## config.mk

```make
export PLATFORM = sky130hd
export DESIGN_NAME = rtc_seconds_core
export DESIGN_NICKNAME = d
export VERILOG_FILES = /design/src/rtl/rtc_sec_pkg.sv /design/src/rtl/rtc_tick_prescaler.sv /design/src/rtl/rtc_sec_counter.sv /design/src/rtl/rtc_alarm_cmp.sv /design/src/rtl/rtc_irq_regs.sv /design/src/rtl/rtc_seconds_core.sv
export SDC_FILE = /design/constraint.sdc
export NUM_CORES = 1
export LEC_CHECK = 0
export BUFFER_PORTS_ARGS = -buffer_cell sky130_fd_sc_hd__buf_2
export CAP_MARGIN = 40
export CORE_MARGIN = 2
export CORE_UTILIZATION = 60
export DETAILED_ROUTE_END_ITERATION = 6
export PLACE_DENSITY_LB_ADDON = 0.25
export SYNTH_ARGS = -nofsm -noshare
export SYNTH_HDL_FRONTEND = slang
export SYNTH_SLANG_ARGS = --single-unit
export TNS_END_PERCENT = 20
```

## constraint.sdc

```tcl
create_clock -name clk_i -period 3.7 [get_ports clk_i]
set_input_delay 0.555 -clock clk_i [delete_from_list [all_inputs] [get_ports clk_i]]
set_output_delay 0.555 -clock clk_i [all_outputs]
set_load 0.05 [all_outputs]
```

## src/rtl/rtc_sec_pkg.sv

```systemverilog
package rtc_sec_pkg;
  localparam int unsigned CNT_W = 48;
  localparam int unsigned BUS_W = 32;
  localparam int unsigned ADDR_W = 8;
  localparam int unsigned N_SRC = 2;

  localparam logic [ADDR_W-1:0] OFF_CNT_LO = 8'h08;
  localparam logic [ADDR_W-1:0] OFF_CNT_HI = 8'h0C;
  localparam logic [ADDR_W-1:0] OFF_ALM_LO = 8'h20;
  localparam logic [ADDR_W-1:0] OFF_ALM_HI = 8'h24;
  localparam logic [ADDR_W-1:0] OFF_CTRL   = 8'h50;
  localparam logic [ADDR_W-1:0] OFF_RAW    = 8'h54;
  localparam logic [ADDR_W-1:0] OFF_STAT   = 8'h58;
  localparam logic [ADDR_W-1:0] OFF_EN_SET = 8'h5C;
  localparam logic [ADDR_W-1:0] OFF_EN_CLR = 8'h60;

  localparam int unsigned FRZ_LSB = 24;

  typedef enum logic [1:0] {
    FRZ_OFF   = 2'd0,
    FRZ_RSV1  = 2'd1,
    FRZ_LATCH = 2'd2,
    FRZ_RSV3  = 2'd3
  } frz_mode_e;
endpackage

```

## src/rtl/rtc_tick_prescaler.sv

```systemverilog
module rtc_tick_prescaler #(
  parameter int unsigned DIV = 32768
) (
  input  logic clk_i,
  input  logic rst_ni,
  input  logic tick_i,
  output logic wrap_o
);
  localparam int unsigned PW = (DIV > 1) ? $clog2(DIV) : 1;
  localparam logic [PW-1:0] LAST = PW'(DIV - 1);

  logic [PW-1:0] cnt_q;

  assign wrap_o = tick_i && (cnt_q == LAST);

  always_ff @(posedge clk_i or negedge rst_ni) begin
    if (!rst_ni) cnt_q <= '0;
    else if (tick_i) cnt_q <= wrap_o ? '0 : cnt_q + PW'(1);
  end
endmodule

```

## src/rtl/rtc_sec_counter.sv

```systemverilog
module rtc_sec_counter #(
  parameter int unsigned W  = 48,
  parameter int unsigned LW = 32
) (
  input  logic            clk_i,
  input  logic            rst_ni,
  input  logic            inc_i,
  input  logic            wr_lo_i,
  input  logic            wr_hi_i,
  input  logic [LW-1:0]   lo_i,
  input  logic [W-LW-1:0] hi_i,
  output logic [W-1:0]    cnt_o
);
  logic [W-1:0] cnt_q;

  // a software write takes priority over the increment
  always_ff @(posedge clk_i or negedge rst_ni) begin
    if (!rst_ni) cnt_q <= '0;
    else if (wr_lo_i || wr_hi_i) begin
      if (wr_lo_i) cnt_q[LW-1:0] <= lo_i;
      if (wr_hi_i) cnt_q[W-1:LW] <= hi_i;
    end else if (inc_i) cnt_q <= cnt_q + W'(1);
  end

  assign cnt_o = cnt_q;
endmodule

```

## src/rtl/rtc_alarm_cmp.sv

```systemverilog
module rtc_alarm_cmp #(
  parameter int unsigned W  = 48,
  parameter int unsigned LW = 32
) (
  input  logic            clk_i,
  input  logic            rst_ni,
  input  logic [W-1:0]    cnt_i,
  input  logic            wr_lo_i,
  input  logic            wr_hi_i,
  input  logic [LW-1:0]   lo_i,
  input  logic [W-LW-1:0] hi_i,
  output logic [W-1:0]    alm_o,
  output logic            evt_o
);
  logic [W-1:0] alm_q;
  logic         match;
  logic         match_q;

  always_ff @(posedge clk_i or negedge rst_ni) begin
    if (!rst_ni) alm_q <= '1;
    else begin
      if (wr_lo_i) alm_q[LW-1:0] <= lo_i;
      if (wr_hi_i) alm_q[W-1:LW] <= hi_i;
    end
  end

  assign match = (cnt_i == alm_q);

  // event on entry into equality only
  always_ff @(posedge clk_i or negedge rst_ni) begin
    if (!rst_ni) match_q <= 1'b0;
    else match_q <= match;
  end

  assign evt_o = match && !match_q;
  assign alm_o = alm_q;
endmodule

```

## src/rtl/rtc_irq_regs.sv

```systemverilog
module rtc_irq_regs #(
  parameter int unsigned N = 2
) (
  input  logic         clk_i,
  input  logic         rst_ni,
  input  logic [N-1:0] set_i,
  input  logic [N-1:0] clr_i,
  input  logic [N-1:0] en_set_i,
  input  logic [N-1:0] en_clr_i,
  output logic [N-1:0] raw_o,
  output logic [N-1:0] en_o,
  output logic         irq_o
);
  logic [N-1:0] raw_q;
  logic [N-1:0] en_q;

  for (genvar i = 0; i < N; i++) begin : g_src
    always_ff @(posedge clk_i or negedge rst_ni) begin
      if (!rst_ni) begin
        raw_q[i] <= 1'b0;
        en_q[i]  <= 1'b0;
      end else begin
        // set beats clear
        if (set_i[i]) raw_q[i] <= 1'b1;
        else if (clr_i[i]) raw_q[i] <= 1'b0;
        if (en_set_i[i]) en_q[i] <= 1'b1;
        else if (en_clr_i[i]) en_q[i] <= 1'b0;
      end
    end
  end

  assign raw_o = raw_q;
  assign en_o  = en_q;
  assign irq_o = |(raw_q & en_q);
endmodule

```

## src/rtl/rtc_seconds_core.sv

```systemverilog
module rtc_seconds_core
  import rtc_sec_pkg::*;
#(
  parameter int unsigned TICK_DIV = 32768
) (
  input  logic              clk_i,
  input  logic              rst_ni,
  input  logic              tick_i,
  input  logic              evt_ext_i,
  input  logic              bus_wr_i,
  input  logic              bus_rd_i,
  input  logic [ADDR_W-1:0] bus_addr_i,
  input  logic [BUS_W-1:0]  bus_wdata_i,
  output logic [BUS_W-1:0]  bus_rdata_o,
  output logic              irq_o
);
  localparam int unsigned LW = BUS_W;
  localparam int unsigned HW = CNT_W - LW;

  logic             sec_pulse;
  logic [CNT_W-1:0] cnt_q;
  logic [CNT_W-1:0] alm_q;
  logic             alm_evt;
  logic [N_SRC-1:0] raw_q;
  logic [N_SRC-1:0] en_q;
  frz_mode_e        mode_q;
  logic             frz_q;
  logic [HW-1:0]    snap_q;
  logic [BUS_W-1:0] rd_val;

  logic wr_cnt_lo, wr_cnt_hi, wr_alm_lo, wr_alm_hi, wr_ctrl, wr_stat, wr_en_set, wr_en_clr;
  logic rd_cnt_lo, rd_cnt_hi;

  assign wr_cnt_lo = bus_wr_i && (bus_addr_i == OFF_CNT_LO);
  assign wr_cnt_hi = bus_wr_i && (bus_addr_i == OFF_CNT_HI);
  assign wr_alm_lo = bus_wr_i && (bus_addr_i == OFF_ALM_LO);
  assign wr_alm_hi = bus_wr_i && (bus_addr_i == OFF_ALM_HI);
  assign wr_ctrl   = bus_wr_i && (bus_addr_i == OFF_CTRL);
  assign wr_stat   = bus_wr_i && (bus_addr_i == OFF_STAT);
  assign wr_en_set = bus_wr_i && (bus_addr_i == OFF_EN_SET);
  assign wr_en_clr = bus_wr_i && (bus_addr_i == OFF_EN_CLR);
  assign rd_cnt_lo = bus_rd_i && (bus_addr_i == OFF_CNT_LO);
  assign rd_cnt_hi = bus_rd_i && (bus_addr_i == OFF_CNT_HI);

  rtc_tick_prescaler #(.DIV(TICK_DIV)) u_presc (
    .clk_i  (clk_i),
    .rst_ni (rst_ni),
    .tick_i (tick_i),
    .wrap_o (sec_pulse)
  );

  rtc_sec_counter #(.W(CNT_W), .LW(LW)) u_cnt (
    .clk_i   (clk_i),
    .rst_ni  (rst_ni),
    .inc_i   (sec_pulse),
    .wr_lo_i (wr_cnt_lo),
    .wr_hi_i (wr_cnt_hi),
    .lo_i    (bus_wdata_i),
    .hi_i    (bus_wdata_i[HW-1:0]),
    .cnt_o   (cnt_q)
  );

  rtc_alarm_cmp #(.W(CNT_W), .LW(LW)) u_alm (
    .clk_i   (clk_i),
    .rst_ni  (rst_ni),
    .cnt_i   (cnt_q),
    .wr_lo_i (wr_alm_lo),
    .wr_hi_i (wr_alm_hi),
    .lo_i    (bus_wdata_i),
    .hi_i    (bus_wdata_i[HW-1:0]),
    .alm_o   (alm_q),
    .evt_o   (alm_evt)
  );

  rtc_irq_regs #(.N(N_SRC)) u_irq (
    .clk_i    (clk_i),
    .rst_ni   (rst_ni),
    .set_i    ({evt_ext_i, alm_evt}),
    .clr_i    (wr_stat ? bus_wdata_i[N_SRC-1:0] : '0),
    .en_set_i (wr_en_set ? bus_wdata_i[N_SRC-1:0] : '0),
    .en_clr_i (wr_en_clr ? bus_wdata_i[N_SRC-1:0] : '0),
    .raw_o    (raw_q),
    .en_o     (en_q),
    .irq_o    (irq_o)
  );

  // freeze control and high-half capture
  always_ff @(posedge clk_i or negedge rst_ni) begin
    if (!rst_ni) begin
      mode_q <= FRZ_OFF;
      frz_q  <= 1'b0;
      snap_q <= '0;
    end else if (wr_ctrl) begin
      mode_q <= frz_mode_e'(bus_wdata_i[FRZ_LSB+1:FRZ_LSB]);
      frz_q  <= 1'b0;
    end else if (rd_cnt_lo && (mode_q == FRZ_LATCH)) begin
      frz_q  <= 1'b1;
      snap_q <= cnt_q[CNT_W-1:LW];
    end else if (rd_cnt_hi) begin
      frz_q  <= 1'b0;
    end
  end

  always_comb begin
    rd_val = '0;
    unique case (bus_addr_i)
      OFF_CNT_LO: rd_val = cnt_q[LW-1:0];
      OFF_CNT_HI: rd_val[HW-1:0] = frz_q ? snap_q : cnt_q[CNT_W-1:LW];
      OFF_ALM_LO: rd_val = alm_q[LW-1:0];
      OFF_ALM_HI: rd_val[HW-1:0] = alm_q[CNT_W-1:LW];
      OFF_CTRL:   rd_val[FRZ_LSB+1:FRZ_LSB] = mode_q;
      OFF_RAW:    rd_val[N_SRC-1:0] = raw_q;
      OFF_STAT:   rd_val[N_SRC-1:0] = raw_q & en_q;
      OFF_EN_SET: rd_val[N_SRC-1:0] = en_q;
      OFF_EN_CLR: rd_val[N_SRC-1:0] = en_q;
      default:    rd_val = '0;
    endcase
  end

  always_ff @(posedge clk_i or negedge rst_ni) begin
    if (!rst_ni) bus_rdata_o <= '0;
    else if (bus_rd_i) bus_rdata_o <= rd_val;
  end
endmodule

```

==> run metrics, run 1 <==
Detailed Place HPWL=19.11 mm; Ys Warns=0; Max Clock Skew=0.01137 ns; largest net degree at the start of global routing=113; Synth cell types=74; total track usage=0.3293; CP Capture Point=u_cnt.cnt_o[45]; CP Launch Type=flop; RePlAce Congestion=slightly below 1; Pwr Total=4.177 mW; Initial Util=0.6061; Die Y=130.0 um; Worst R2R Setup Slack=1.06 ns; vias per inst=6.653; CTS Buf Count=17; r2r endpoint=u_cnt.cnt_o[45]; Critical R2R Launch=u_cnt.cnt_o[21]; vias in the first global route=7651; Required @ worst endpoint=4.01 ns; Final Setup Violations=0; Setup Fix Bufs, Post-CTS=0; worst skew pair latency=~0.44 ns; post-layout util=0.6794; CP arrival=roughly 3.0 ns; share of cells above drive strength 1=0.2680; leak pwr=4.685 nW; initial antenna violation count=2; PwrDens=391.3 nW/um^2; Post-DRT Antenna Nets=0; Worst setup EP type=flop; Port Buffers=78; # nets final=1061; Worst Setup SP=u_cnt.cnt_o[21]; residual DRC count=0; Netlist Area Pre-Place=9524 um^2; number of max-cap violations=0; number of gates resized after CTS=0; post-synthesis net count=1015; IO Count=79; clock slew at reported path FFs=0.06 ns; row count=46; post-synthesis cell count=967; Final Max Slew Viols=0; fmax=between 0.3 and 0.4 GHz; Fillers=1212; Yosys top cell area share=0.3127; first-pass GRT wire length=42.37 mm; Die Span X=130.0 um; final hold violations=0; Least-Margin Pin Slew=1.005 ns; sum of negative setup slack=0 ns; commonest cells after routing, fill and taps aside=119 x dfrtp_1, 82 x nor2_1, 77 x buf_2; area grow syn2layout=12.09%; Crit Path Class=flop to flop; most common cell after layout, fill and taps aside=dfrtp_1; crit path max fanout=11; Period minus WS final=between 2 and 3 ns; grt total ovfl=0; status=finished clean; Mapped Avg Cell Area=just under 10 um^2; number of H-tree levels=4; Synth async-reset ratio=1.000; drt wl/cell=around 22 um; Synth Flop Type=dfrtp_1; Die ar.=roughly 17000 um^2; via count=8270; hold buffers post-CTS=0; Worst Hold Slack=0.06675 ns; Seq/Total Area, Yosys=0.4451; Slew HR=0.3298; Synth Register Bits=between 150 and 200; core footprint=~16000 um^2; drt initial violations=959; CTS max path bufs=2; area leader, netlist=dfrtp_1; clock sinks=167; Hold Path Class=input port to asynchronous set/reset pin; clk root buf=clkbuf_16; CTS tree=built; worst-case reg-to-reg path depth=6; Synth area leaders=dfrtp_1 31%, dfstp_2 13%, mux2_2 7.2%; total length of routed wires=26.96 mm; RSZ-0062 raised after global routing=no; Post-synth EDFFs=0; Final period util=0.7137; drt pass-1 iters=6; worst vdd ir=approximately 320 uV
==> flip-flops by register name, indices dropped and copies added (netlist names) <==
name / cells
u_alm.alm_o: 48
u_cnt.cnt_o: 48
bus_rdata_o: 32
snap_q: 16
u_presc.cnt_q: 15
mode_q: 2
u_irq.en_o: 2
u_irq.raw_o: 2
frz_q: 1
u_alm.match_q: 1
==> cell type report <==
class                   instances  area, um^2  share of cell area
multi-input cells             705        4905              0.4594
flip-flops and latches        167        4239              0.3971
repair buffers                108       634.4             0.05942
clock buffers                  22       474.2             0.04442
well taps                     216       270.3             0.02532
clock inverters                10       97.59            0.009142
inverters                      14       52.55            0.004923
diodes                          1       2.502           0.0002344
==> where the power goes <==
| part | internal (mW) | leakage (nW) | switching, mW |
|---|---|---|---|
| registers | 1.94 | 2.04 | 0.0947 |
| clock network | 0.979 | 0.261 | 0.749 |
| logic | 0.138 | 2.39 | 0.279 |
| total | 3.05 | 4.69 | 1.12 |
==> cell usage after synthesis (all sizes together) (22+ instances only) <==
cell type,number
dfrtp,119
nor2,82
a21oi,71
mux2,65
nand2,63
xor2,55
clkbuf,53
dfstp,48
nand3,36
o21ai,34
nor4,32
nand4,30
a221oi,28
buf,28
nor3,26
mux2i,22
==> stage by stage <==
step | std cells | setup slack, ns | instance area, um^2
after detailed placement | 1210 | 0.9605 | 10100
after global routing | 1242 | 0.9083 | 10670
final | 1243 | 1.059 | 10680
after CTS | 1242 | 1.095 | 10670
after global placement | 1210 | 1.044 | 10100
after floorplan | 967 | 1.547 | 9524
==> cells by family (layout without fill, tap and decap cells) <==
family	Yosys count	count (layout)	share of synthesized area
DFF	167	167	0.4451
buffers and inverters	95	154	0.04204
adders and majority gates	2	2	0.002627
AOI/OAI and AO/OA	230	230	0.1641
and+or+nand+nor	326	326	0.1910
xor gates and xnor gates	60	60	0.05518
other	0	1	0
muxes	87	87	0.09997
==> metal layers <==
layer | global-route usage | wire (um)
met1 | 0.4444 | 11020
met3 | 0.08323 | 2390
met2 | 0.5060 | 12400
met4 | 0.1455 | 1141
met5 | 0 | 0
==> critical path, cell delays in order (launching register included) <==
cell     delay (ns)
dfrtp_1        0.47
and4_1         0.40
nand4_2        0.40
buf_4          0.32
nor4_2         0.52
nor4b_1        0.31
nor3_1         0.09
==> worst min-delay path by stage <==
| stage | startpoint | endpoint | slack [ns] | depth (start not counted) |
|---|---|---|---|---|
| 3_5_place_dp | snap_q[10] | snap_q[10] | 0.47 | 2 |
| 5_1_grt | rst_ni | bus_rdata_o[23] | 0.11 | 1 |
| 3_3_place_gp | snap_q[10] | snap_q[10] | 0.47 | 2 |
| 4_1_cts | rst_ni | bus_rdata_o[30] | 0.09 | 1 |
| 6_report | rst_ni | bus_rdata_o[23] | 0.07 | 1 |
| 2_1_floorplan | rst_ni | bus_rdata_o[0] | 0.26 | 0 |
No activity file was read; power rests on OpenSTA's default activity.
==> inputs of run 2 (changes only) <==
- ABC_AREA: not set -> 1
- CORE_UTILIZATION: 60 -> 55
- clock period: 3.7 -> 2.36 ns (I/O delays scaled with it)
==> run 2 against run 1 <==
  * Sequential cell count unchanged
  * Die area increased by 16%
  * Global-route usage decreased by 2.0 points
  * Sequential share of layout area decreased by 2.6 points
  * Total power increased by 69%
  * Largest power group unchanged
==> run metrics, run 2 <==
fmax=0.4808 GHz; total track usage=0.3097; Initial Util=0.5635; Mapped Avg Cell Area=between 6 and 7 um^2; Pwr Total=7.065 mW; Critical R2R Launch=u_cnt.cnt_o[1]; Worst setup EP type=flop; Least-Margin Pin Slew=0.7665 ns; clock sinks=167; largest net degree at the start of global routing=58; PwrDens=between 600 and 700 nW/um^2; crit path max fanout=9; post-layout util=0.6344; Post-synth top cells=519 x nand2_1, 160 x nor2_1, 157 x inv_1; drt wl/cell=16.37 um; min-delay src=evt_ext_i; vias in the first global route=just over 9000; Die Y=139.9 um; # nets final=between 1500 and 2000; Period minus WS final=roughly 2.1 ns; row count=49; Seq/Total Area, Yosys=0.4173; first-pass GRT wire length=approximately 48 mm; Placed Instances=1759; area leader, netlist=dfrtp_1; CP Launch Type=flop; worst vdd ir=541.8 uV; CTS Buf Count=17; number of max-cap violations=0; CP arrival=2.44 ns; leak pwr=5.710 nW; Yosys top cell area share=0.2932; Post-DRT Antenna Nets=0; drt initial violations=between 900 and 1000; drt pass-1 iters=5; RSZ-0062 raised after global routing=no; setup slack at placement=approximately 0.29 ns; CTS tree=built; Final Setup Violations=0; number of H-tree levels=4; Post-Layout Cell Count=1792; residual DRC count=0; Final period util=0.8814; Port Buffers=78; clk root buf=clkbuf_16; Slew HR=0.4884; via count=9753; worst skew pair latency=0.43 ns; IO Count=79; status=finished clean; Synth Register Bits=approximately 170; post-synthesis cell count=around 1500; grt total ovfl=0; Synth cell types=41; final worst slack=0.2799 ns; Final Max Slew Viols=0; Max Clock Skew=0.009641 ns; Synth Flop Type=dfrtp_1; Required @ worst endpoint=roughly 2.7 ns; most common cell in the synthesized netlist=nand2_1; Synth async-reset ratio=1.000; initial antenna violation count=0; post-synthesis net count=1525; Die Span X=139.9 um; Worst Setup SP=u_cnt.cnt_o[1]; Antenna Cells=0; clock slew at reported path FFs=about 0.06 ns; Netlist Area Pre-Place=roughly 10000 um^2; vias per inst=5.443; share of cells above drive strength 1=0.1356; Synth area leaders=dfrtp_1 29%, nand2_1 19%, dfstp_2 12%; CTS max path bufs=2; Die ar.=19570 um^2; final hold violations=0; total length of routed wires=around 29 mm; Crit Path Class=flop to flop; commonest cells after routing, fill and taps aside=519 x nand2_1, 160 x nor2_1, 157 x inv_1; Ys Warns=0; core footprint=around 18000 um^2; RePlAce Congestion=0.9824; Post-synth EDFFs=0; area grow syn2layout=12.58%; sum of negative setup slack=0 ns; most common cell after layout, fill and taps aside=nand2_1; Hold Path Class=input port to flop; Detailed Place HPWL=22.36 mm
## run 2: timing repair
action | CTS | global route
hold buffers | 1 | 0
setup buffers | 0 | 0
gates resized for setup | 0 | 1
endpoints found under the setup margin | 0 | 1
endpoints found under the hold margin | 48 | 0
## run 2: area by class of cell
| class | count | area (um^2) |
|---|---|---|
| Fill cell | 1665 | 6590 |
| Multi-Input combinational cell | 1092 | 5015 |
| Sequential cell | 167 | 4239 |
| Timing Repair Buffer | 110 | 701.9 |
| Inverter | 162 | 608.1 |
| Clock buffer | 22 | 464.2 |
| Tap cell | 229 | 286.5 |
| Clock inverter | 10 | 120.1 |
## run 2: worst paths after layout
kind	to	depth (start not counted)	slack [ns]
min reg2reg	snap_q[4]	2	0.47
max in group asynchronous	u_alm.alm_o[20]	3	1.16
max reg2reg	u_cnt.cnt_o[46]	9	0.28
min	u_irq.raw_o[1]	2	0.12
min in group asynchronous	snap_q[0]	2	0.47
max	u_cnt.cnt_o[46]	9	0.28
## run 2: routing by layer
layer / wire length (um) / global-route usage / up-vias / share of wire
met5: 0 / 0 / - / 0
li1: - / - / 4811 / -
met4: 1042 / 0.1179 / 0 / 0.036
met1: 12960 / 0.4335 / 4488 / 0.44
met2: 13230 / 0.4858 / 396 / 0.45
met3: 2103 / 0.05265 / 58 / 0.072
## run 2: kinds of logic (layout without fill, tap and decap cells)
group / after synthesis / in the layout / share of synthesized area
simple gates: 828 / 828 / 0.3357
buf+inv: 218 / 304 / 0.08943
compound gates: 207 / 207 / 0.1069
flops: 167 / 167 / 0.4173
xor+xnor: 52 / 52 / 0.04484
mux: 3 / 3 / 0.003326
fa+ha+maj: 2 / 2 / 0.002463
## run 2: worst max-delay path: stages, from the launching register on
cell and delay (ns):
dfrtp_1 0.41, ha_1 0.23, nand2_1 0.07, nor2_1 0.23
nand2_1 0.17, nor2_2 0.42, nand4_1 0.17, nand2_1 0.11
nand2_1 0.06, a21oi_1 0.15
## run 2: per-stage QoR
stage	hold slack [ns]	instance area, um^2
detailed placement	0.3739	10840
CTS	0.1121	11430
floorplan	0.05841	10160
finish	0.1164	11430
global placement	0.3711	10840
global route	0.1148	11430
## run 2: power breakdown
group,switching [mW],leakage [nW],internal [mW]
clock network,1.18,0.281,1.62
logic,0.663,3.42,0.328
registers,0.208,2.01,3.07
